$ cat src/rtl/exc_pkg.sv
package exc_pkg;
  localparam int DW = 8;
  localparam int AW = 2 * DW;

  typedef enum logic [3:0] {
    ST_IDLE,
    ST_PSH_PCL,
    ST_PSH_PCH,
    ST_PSH_X,
    ST_PSH_A,
    ST_PSH_CCR,
    ST_VEC_H,
    ST_VEC_L,
    ST_POP_CCR,
    ST_POP_A,
    ST_POP_X,
    ST_POP_PCH,
    ST_POP_PCL,
    ST_FETCH
  } st_e;
endpackage

$ cat src/rtl/exc_prio_pick.sv
module exc_prio_pick #(
  parameter int N  = 8,
  parameter int IW = 3
) (
  input  logic [N-1:0]  req,
  output logic          hit,
  output logic [IW-1:0] idx
);
  logic [N-1:0] blocked;
  logic [N-1:0] winner;

  assign blocked[0] = 1'b0;
  for (genvar g = 1; g < N; g++) begin : g_chain
    assign blocked[g] = blocked[g-1] | req[g-1];
  end

  assign winner = req & ~blocked;
  assign hit    = |req;

  always_comb begin
    idx = '0;
    for (int i = 0; i < N; i++) begin
      if (winner[i]) idx = idx | IW'(i);
    end
  end
endmodule

$ cat src/rtl/exc_vec_gen.sv
module exc_vec_gen #(
  parameter int          IW      = 3,
  parameter int          AW      = 16,
  parameter logic [AW-1:0] VEC_TOP = 16'hFFFC
) (
  input  logic [IW-1:0] idx,
  output logic [AW-1:0] vaddr
);
  assign vaddr = VEC_TOP - AW'({idx, 1'b0});
endmodule

$ cat src/rtl/exc_step_fsm.sv
module exc_step_fsm
  import exc_pkg::*;
#(
  parameter int I_BIT = 3
) (
  input  logic          clk,
  input  logic          rst,
  input  logic          insn_done,
  input  logic          rti_req,
  input  logic          hit,
  input  logic [AW-1:0] vaddr,
  input  logic [AW-1:0] pc_in,
  input  logic [AW-1:0] sp_in,
  input  logic [DW-1:0] a_in,
  input  logic [DW-1:0] x_in,
  input  logic [DW-1:0] ccr_in,
  output logic          bus_act,
  output logic          bus_we,
  output logic [AW-1:0] bus_addr,
  output logic [DW-1:0] bus_wdata,
  input  logic [DW-1:0] bus_rdata,
  output logic          done,
  output logic          done_ret,
  output logic [AW-1:0] pc_out,
  output logic [AW-1:0] sp_out,
  output logic [DW-1:0] a_out,
  output logic [DW-1:0] x_out,
  output logic [DW-1:0] ccr_out,
  output logic [DW-1:0] opcode_out
);
  localparam logic [DW-1:0] IMASK = DW'(1) << I_BIT;

  st_e           st_q, st_d;
  logic          idle;
  logic [AW-1:0] sp_run, pc_snap, vec_q, pc_new;
  logic [DW-1:0] a_snap, x_snap, ccr_snap, hi_q;
  logic [DW-1:0] a_new, x_new, ccr_new;
  logic          ret_q;
  logic [AW-1:0] cur_sp, cur_pc, tgt;
  logic          nx_act, nx_we;
  logic [AW-1:0] nx_addr, nx_sp;
  logic [DW-1:0] nx_wd;

  assign idle   = (st_q == ST_IDLE);
  assign cur_sp = idle ? sp_in : sp_run;
  assign cur_pc = idle ? pc_in : pc_snap;
  assign tgt    = {hi_q, bus_rdata};

  // cycle schedule
  always_comb begin
    st_d = st_q;
    unique case (st_q)
      ST_IDLE: begin
        if (insn_done) begin
          if (rti_req)                   st_d = ST_POP_CCR;
          else if (!ccr_in[I_BIT] && hit) st_d = ST_PSH_PCL;
        end
      end
      ST_PSH_PCL: st_d = ST_PSH_PCH;
      ST_PSH_PCH: st_d = ST_PSH_X;
      ST_PSH_X:   st_d = ST_PSH_A;
      ST_PSH_A:   st_d = ST_PSH_CCR;
      ST_PSH_CCR: st_d = ST_VEC_H;
      ST_VEC_H:   st_d = ST_VEC_L;
      ST_VEC_L:   st_d = ST_FETCH;
      ST_POP_CCR: st_d = ST_POP_A;
      ST_POP_A:   st_d = ST_POP_X;
      ST_POP_X:   st_d = ST_POP_PCH;
      ST_POP_PCH: st_d = ST_POP_PCL;
      ST_POP_PCL: st_d = ST_FETCH;
      ST_FETCH:   st_d = ST_IDLE;
      default:    st_d = ST_IDLE;
    endcase
  end

  // bus contents for the cycle that follows the edge
  always_comb begin
    nx_act  = 1'b1;
    nx_we   = 1'b0;
    nx_addr = cur_sp;
    nx_wd   = '0;
    nx_sp   = cur_sp;
    unique case (st_d)
      ST_PSH_PCL: begin nx_we = 1'b1; nx_wd = cur_pc[DW-1:0];  nx_sp = cur_sp - AW'(1); end
      ST_PSH_PCH: begin nx_we = 1'b1; nx_wd = cur_pc[AW-1:DW]; nx_sp = cur_sp - AW'(1); end
      ST_PSH_X:   begin nx_we = 1'b1; nx_wd = x_snap;          nx_sp = cur_sp - AW'(1); end
      ST_PSH_A:   begin nx_we = 1'b1; nx_wd = a_snap;          nx_sp = cur_sp - AW'(1); end
      ST_PSH_CCR: begin nx_we = 1'b1; nx_wd = ccr_snap;        nx_sp = cur_sp - AW'(1); end
      ST_VEC_H:   nx_addr = vec_q;
      ST_VEC_L:   nx_addr = vec_q + AW'(1);
      ST_POP_CCR, ST_POP_A, ST_POP_X, ST_POP_PCH, ST_POP_PCL: begin
        nx_addr = cur_sp + AW'(1);
        nx_sp   = cur_sp + AW'(1);
      end
      ST_FETCH:   nx_addr = tgt;
      default: begin
        nx_act  = 1'b0;
        nx_addr = '0;
      end
    endcase
  end

  always_ff @(posedge clk) begin
    if (rst) begin
      st_q       <= ST_IDLE;
      bus_act    <= 1'b0;
      bus_we     <= 1'b0;
      bus_addr   <= '0;
      bus_wdata  <= '0;
      sp_run     <= '0;
      pc_snap    <= '0;
      vec_q      <= '0;
      pc_new     <= '0;
      a_snap     <= '0;
      x_snap     <= '0;
      ccr_snap   <= '0;
      hi_q       <= '0;
      a_new      <= '0;
      x_new      <= '0;
      ccr_new    <= '0;
      ret_q      <= 1'b0;
      done       <= 1'b0;
      done_ret   <= 1'b0;
      pc_out     <= '0;
      sp_out     <= '0;
      a_out      <= '0;
      x_out      <= '0;
      ccr_out    <= '0;
      opcode_out <= '0;
    end else begin
      st_q      <= st_d;
      bus_act   <= nx_act;
      bus_we    <= nx_we;
      bus_addr  <= nx_addr;
      bus_wdata <= nx_wd;
      sp_run    <= nx_sp;
      done      <= 1'b0;
      if (idle && st_d != ST_IDLE) begin
        pc_snap  <= pc_in;
        a_snap   <= a_in;
        x_snap   <= x_in;
        ccr_snap <= ccr_in;
        vec_q    <= vaddr;
        ret_q    <= (st_d == ST_POP_CCR);
        a_new    <= a_in;
        x_new    <= x_in;
        ccr_new  <= ccr_in | IMASK;
      end
      unique case (st_q)
        ST_VEC_H, ST_POP_PCH: hi_q    <= bus_rdata;
        ST_VEC_L, ST_POP_PCL: pc_new  <= tgt;
        ST_POP_CCR:           ccr_new <= bus_rdata;
        ST_POP_A:             a_new   <= bus_rdata;
        ST_POP_X:             x_new   <= bus_rdata;
        ST_FETCH: begin
          done       <= 1'b1;
          done_ret   <= ret_q;
          pc_out     <= pc_new;
          sp_out     <= sp_run;
          a_out      <= a_new;
          x_out      <= x_new;
          ccr_out    <= ccr_new;
          opcode_out <= bus_rdata;
        end
        default: ;
      endcase
    end
  end
endmodule

$ cat src/rtl/exc_sequencer.sv
module exc_sequencer
  import exc_pkg::*;
#(
  parameter int            NSRC    = 8,
  parameter logic [AW-1:0] VEC_TOP = 16'hFFFC,
  parameter int            I_BIT   = 3
) (
  input  logic            clk,
  input  logic            rst,
  input  logic            insn_done,
  input  logic            rti_req,
  input  logic [NSRC-1:0] irq_pend,
  input  logic [NSRC-1:0] irq_en,
  input  logic [AW-1:0]   pc_in,
  input  logic [AW-1:0]   sp_in,
  input  logic [DW-1:0]   a_in,
  input  logic [DW-1:0]   x_in,
  input  logic [DW-1:0]   ccr_in,
  output logic            bus_act,
  output logic            bus_we,
  output logic [AW-1:0]   bus_addr,
  output logic [DW-1:0]   bus_wdata,
  input  logic [DW-1:0]   bus_rdata,
  output logic            done,
  output logic            done_ret,
  output logic [AW-1:0]   pc_out,
  output logic [AW-1:0]   sp_out,
  output logic [DW-1:0]   a_out,
  output logic [DW-1:0]   x_out,
  output logic [DW-1:0]   ccr_out,
  output logic [DW-1:0]   opcode_out
);
  localparam int IW = (NSRC > 1) ? $clog2(NSRC) : 1;

  logic          hit;
  logic [IW-1:0] idx;
  logic [AW-1:0] vaddr;

  exc_prio_pick #(.N(NSRC), .IW(IW)) prio_i (
    .req (irq_pend & irq_en),
    .hit (hit),
    .idx (idx)
  );

  exc_vec_gen #(.IW(IW), .AW(AW), .VEC_TOP(VEC_TOP)) vgen_i (
    .idx   (idx),
    .vaddr (vaddr)
  );

  exc_step_fsm #(.I_BIT(I_BIT)) fsm_i (
    .clk        (clk),
    .rst        (rst),
    .insn_done  (insn_done),
    .rti_req    (rti_req),
    .hit        (hit),
    .vaddr      (vaddr),
    .pc_in      (pc_in),
    .sp_in      (sp_in),
    .a_in       (a_in),
    .x_in       (x_in),
    .ccr_in     (ccr_in),
    .bus_act    (bus_act),
    .bus_we     (bus_we),
    .bus_addr   (bus_addr),
    .bus_wdata  (bus_wdata),
    .bus_rdata  (bus_rdata),
    .done       (done),
    .done_ret   (done_ret),
    .pc_out     (pc_out),
    .sp_out     (sp_out),
    .a_out      (a_out),
    .x_out      (x_out),
    .ccr_out    (ccr_out),
    .opcode_out (opcode_out)
  );
endmodule

$ cat config.mk
export PLATFORM = sky130hd
export DESIGN_NAME = exc_sequencer
export DESIGN_NICKNAME = d
export VERILOG_FILES = /design/src/rtl/exc_pkg.sv /design/src/rtl/exc_prio_pick.sv /design/src/rtl/exc_vec_gen.sv /design/src/rtl/exc_step_fsm.sv /design/src/rtl/exc_sequencer.sv
export SDC_FILE = /design/constraint.sdc
export NUM_CORES = 1
export LEC_CHECK = 0
export CAP_MARGIN = 10
export CORE_MARGIN = 2
export CORE_UTILIZATION = 30
export DETAILED_ROUTE_END_ITERATION = 10
export GPL_ROUTABILITY_DRIVEN = 0
export GPL_TIMING_DRIVEN = 0
export PLACE_DENSITY = 0.58
export RECOVER_POWER = 25
export SLEW_MARGIN = 20
export SYNTH_ARGS = -nofsm -noshare
export SYNTH_HDL_FRONTEND = slang
export SYNTH_SLANG_ARGS = --single-unit
$ cat constraint.sdc
create_clock -name clk -period 4.9 [get_ports clk]
set_input_delay 0.98 -clock clk [delete_from_list [all_inputs] [get_ports clk]]
set_output_delay 0.98 -clock clk [all_outputs]
set_load 0.005 [all_outputs]
==> After elaboration in Yosys (flattened, before gate mapping) <==
Cells that the tools add are included.
{ "word_totals": {"reg_bits": 217, "latchBits": 0, "ram_bits": 0, "rom_bits": 0, "inputBits": 84, "output_inout_bits": 92, "wordCells": 103, "mem_count": 0} }
{ "op_classes": {"n_addsub": 4, "n_mul": 0, "n_div": 0, "n_lt_le_gt_ge": 0, "eq_ne": 26, "n_shift": 0, "n_mux": 25, "bitwise_logic": 9, "reduce_logical": 14} }
{ "ops": {"columns": ["op", "n"], "rows": [
  ["$pmux W16 S5", 1],
  ["$eq A4 B4 Y1 const B", 12],
  ["$mux W8", 6],
  ["$pmux W4 S12", 1],
  ["$pmux W8 S5", 1],
  ["$add A16 B1 Y16 const B", 2],
  ["$eq A4 B3 Y1 const B", 8],
  ["$mux W16", 2],
  ["$pmux W16 S2", 1],
  ["$and A8 B8 Y8", 2],
  ["$eq A4 B2 Y1 const B", 4],
  ["$sub A16 B1 Y16 const B", 1],
  ["$reduce_or A13 Y1", 1],
  ["$mux W3", 4],
  ["$mux W4", 3],
  ["$reduce_or A5 Y1", 2],
  ["$eq A4 B1 Y1 const B", 2],
  ["$not A8 Y8", 1],
  ["$reduce_or A8 Y1", 1],
  ["$or A1 B1 Y1", 6],
  ["$reduce_bool A2 Y1", 3],
  ["$sub A3 B5 Y6 const A", 1],
  ["$logic_not A4 Y1", 1],
  ["$mux W1", 4],
  ["other kinds (5)", 8]
]} }

==> Logic depth before layout (Yosys ltp) <==
{ "logic_depth": {"word_depth": 17, "depth_mapped": 12, "ltp_nobuf": 10} }

==> By module <==
Synthesis repeated with hierarchy kept, for this count alone.
{ "unflattened": {"cells_unflattened": 1237, "hier_area_um2": 9585.4} }
{ "by_module_without_submodules": {"columns": ["mod", "n_inst", "cells_each", "area_each_um2", "seq_area_each_um2"], "rows": [
  ["exc_step_fsm", 1, 1196, 9317.7, 4184.0],
  ["exc_vec_gen", 1, 19, 135.1, 0.0],
  ["exc_prio_pick", 1, 14, 82.6, 0.0],
  ["exc_sequencer", 1, 8, 50.0, 0.0]
]} }

==> Least setup slack after synthesis <==
Ideal clock, no wire load.
{ "synth_path": {"path_kind": "register to register", "startpoint": "reg fsm_i.st_q[2]", "endpoint": "reg fsm_i.sp_run[14]", "setup_ns": 0.133, "arrival_time_ns": 2.723, "t_required_ns": 4.767, "slack_ns": 2.045, "path_stages_with_launch": 13, "n_path_buf": 2, "period_less_slack_ns": 2.855, "path_cell_list": "dfxtp_1 > buf_6 > nor4_2 > buf_2 > mux2i_1 > inv_1 > ha_1 > nand2_1 > nor3_1 > a32o_1 > o21ai_0 > o311ai_1 > a31oi_1"} }
{ "synth_between": {"elab_chain_len": 7, "word_cells_on_any_way": 34, "classes_between": "2 x add/sub; 22 x eq/ne; 6 x mux; 4 x reduce/logical"} }
{ "synth_lines": {"columns": ["element", "line_no", "text"], "rows": [
  ["start: declaration", "exc_step_fsm.sv:33", "st_e st_q, st_d;"],
  ["start signal: assignment", "exc_step_fsm.sv:131", "st_q <= st_d;"],
  ["$mux W4", "exc_step_fsm.sv:56", "else if (!ccr_in[I_BIT] && hit) st_d = ST_PSH_PCL;"],
  ["$mux W4", "exc_step_fsm.sv:55", "if (rti_req) st_d = ST_POP_CCR;"],
  ["$mux W4", "exc_step_fsm.sv:54", "if (insn_done) begin"],
  ["$pmux W4 S12", "exc_step_fsm.sv:52", "unique case (st_q)"],
  ["$eq A4 B4 Y1, or another cell as far along", "exc_step_fsm.sv:83", "unique case (st_d)"],
  ["$reduce_or A5 Y1 (on tied branches)", null, null],
  ["$pmux W16 S2 *", "exc_step_fsm.sv:83", null],
  ["end signal: assignment", "exc_step_fsm.sv:136", "sp_run <= nx_sp;"],
  ["end: declaration", "exc_step_fsm.sv:35", "logic [AW-1:0] sp_run, pc_snap, vec_q, pc_new;"]
]} }
Every way passes the cells marked *; elsewhere a longest branch is shown, timed or not.
A chain may end at the register's enable or synchronous reset.

==> Worst setup path after layout <==
Same ends and word-level chain as after synthesis.

==> run metrics <==
final net count 1420; WS Path Type register to register; syn nets 1229; TritonCTS clock tree yes; Die Wd 176 um; Fillers 2996; Synth top area share 44.9%; detailed placement HPWL 24400 um; Final min period 4.34 ns; fmax 230 MHz; routed length per instance 18.8 um; number of global-route vias before repair 8695; Post-CTS Setup Inserts 0; initial drt markers 837; core area 28900 sq um; count of input and output buffers 172; Ys Warns 0; clk_lat worst skew 0.45 ns; root buf cell clkbuf_16; Initial Utilization 30.6%; setup TNS 0 ns; hold crit path type register to register; post-route clock skew 0.0127 ns; Max clock buf depth 2; mean post-synth cell area 7.73 sq um; Clock Pin Slew Worst Setup and Hold Paths 0.08 ns; most common flop cell mapped by yosys dfxtp_1; crit path DAT 4.65 ns; outcome completed; final clock period utilization by the worst path 88.7%; part of the power in the clock network 32.9%; Slew HR 30.2%; CTS resizes 0; share of cells above drive strength 1 4.98%; Antenna diodes 0; grt total ovfl 0; Post-synth EDFFs 0; vias per cell 5.17; switching power 1.53 mW; final wirelength 32500 um; first-pass GRT wire length 50200 um; CP endpoint kind register; CP max FO 10; Hold Buf Count CTS 0; Final Max Slew Viols 0; Leakage 4.16 nW; Netlist Area Pre-Place 8830 sq um; final std cells w/o fill 1730; Unique masters post-synth 62; Die H 176 um; Max-cap violations 0; setup ws final 0.555 ns; actual slew at the worst max-slew pin 1.04 ns; final hold vios 0; most common cell after layout, fill and taps aside nand2_1; Logic pwr share 25.1%; clock buffer count from CTS 17; RSZ-0062 raised after global routing false; Post-Synthesis Cells 1142; largest net degree at the start of global routing 22; Worst VDD drop 0.000252 V; P_int 2.84 mW; post-route ant nets 0; Vias 8940; WP data required 5.20 ns; startpoint types register; initial antenna violation count 1; register bit total from synthesis 198; sequential share of the synthesized area 44.9%; Synth area leaders dfxtp_1 45%, nand2_1 14%, a21oi_1 8.7%; area leader, netlist dfxtp_1; Top Ports 176; sequential share of power 42.0%; die area 30800 sq um; CTS sink cnt 198; first drt pass iteration count 5; Place WS 0.706 ns; DRC 0; CTS H-tree lvls 4; pwr/cell area 376 nW/um^2; placed cell count 1698; Net Sw Frac 35.0%; most frequent cells in the layout 319 x nand2_1, 198 x dfxtp_1, 153 x a21oi_1; row count 62; final setup fails 0; area delta synth->final 31.7%; post-synthesis async set-or-reset flop share 0%; Total GRT Usage 21.1%
-- through the flow --
stage / power (mW) / util (%) / area [sq um] / hold WS (ns)
4_1_cts: 4.39 / 40.3 / 11600 / 0.457
6_report: 4.37 / 40.3 / 11600 / 0.453
2_1_floorplan: 2.53 / - / 8830 / 0.432
3_5_place_dp: 2.95 / 38.2 / 11000 / 0.445
5_1_grt: 4.58 / 40.3 / 11600 / 0.473
3_3_place_gp: 2.94 / 38.2 / 11000 / 0.440
-- final timing paths --
| check | from | endpoint | slack (ns) | cells past startpoint |
|---|---|---|---|---|
| setup reg to reg | fsm_i.st_q[2]$_SDFF_PP0_ | fsm_i.sp_run[14]$_SDFF_PP0_ | 0.56 | 12 |
| setup / recovery | fsm_i.st_q[2]$_SDFF_PP0_ | fsm_i.sp_run[14]$_SDFF_PP0_ | 0.56 | 12 |
| hold / removal | fsm_i.pc_out[9]$_SDFFE_PP0P_ | fsm_i.pc_out[9]$_SDFFE_PP0P_ | 0.45 | 2 |
| hold reg to reg | fsm_i.pc_out[9]$_SDFFE_PP0P_ | fsm_i.pc_out[9]$_SDFFE_PP0P_ | 0.45 | 2 |
-- area by class of cell --
cell class                      instances  area, sq um  area share, %
Sequential cell                       198         3960           34.1
Inverter                               14         52.6          0.452
Clock buffer                           17          425           3.66
Clock inverter                         15          178           1.53
Multi-Input combinational cell        844         4460           38.3
Buffer                                 86          347           2.98
Tap cell                              384          480           4.13
Timing Repair Buffer                  172         1720           14.8
-- state kept, by name, indices dropped and copies added (netlist names), 16 cells and up --
| name | flops |
|---|---|
| fsm_i.pc_new | 16 |
| fsm_i.bus_addr | 16 |
| fsm_i.sp_run | 16 |
| fsm_i.pc_out | 16 |
| fsm_i.sp_out | 16 |
-- per-layer routing --
layer | track usage (%) | vias up | wire, um
met5 | 0 | - | 0
li1 | - | 4347 | -
met2 | 33.8 | 380 | 14700
met4 | 5.44 | 0 | 535
met3 | 4.29 | 43 | 2390
met1 | 29.1 | 4170 | 14900
-- synthesized netlist by cell type (2+ instances only) --
library cell  number
xor2_1             2
nand3_1           48
buf_1              4
mux2i_1           22
a221oi_1          10
nor3_1            27
a22oi_1           22
dfxtp_1          198
inv_1             14
clkbuf_1          67
o21a_1             4
nand4_1           12
or3_1              7
a31oi_1           32
mux2_2            11
nand2_1          319
a21oi_1          153
or4_1              2
or3b_1             2
and2_1             5
o2bb2a_4           2
xnor2_1           18
buf_2             13
buf_6              2
a211oi_1           3
ha_1               3
o21ai_0           23
and4_1             2
o21ai_1            3
nor2_1            55
o22ai_1            3
a222oi_1           3
a21o_1             3
and3_1             5
nand2b_1           4
a2111oi_0          2
a211o_1            5
nor2b_1            5
a41oi_1            2
o211ai_1           3
-- critical path, stage by stage (launching register included) --
cell	delay, ns
dfxtp_1	0.31
clkbuf_1	0.18
nor4_2	0.79
buf_2	0.44
mux2i_1	0.20
inv_1	0.20
ha_1	0.35
nand2_1	0.09
nor3_1	0.71
a32o_1	0.44
o21ai_0	0.11
o311ai_1	0.27
a31oi_1	0.11
-- power groups by stage --
stage / clock [mW] / combinational, mW / sequential, mW
3_5_place_dp: 0 / 1.08 / 1.87
5_1_grt: 1.53 / 1.20 / 1.85
6_report: 1.44 / 1.10 / 1.83
2_1_floorplan: 0 / 0.699 / 1.84
3_3_place_gp: 0 / 1.07 / 1.87
4_1_cts: 1.47 / 1.09 / 1.83
-- logic make-up (layout without fill, tap and decap cells) --
kind of cell	count (synthesis)	in the layout	share of synthesized area, %
compound gates	286	286	19.7
xor+xnor	20	20	1.98
fa+ha+maj	3	3	0.425
buf+inv	100	304	4.61
flops	198	198	44.9
mux	33	33	3.90
simple gates	502	502	24.4
(Power assumes the default switching activity.)
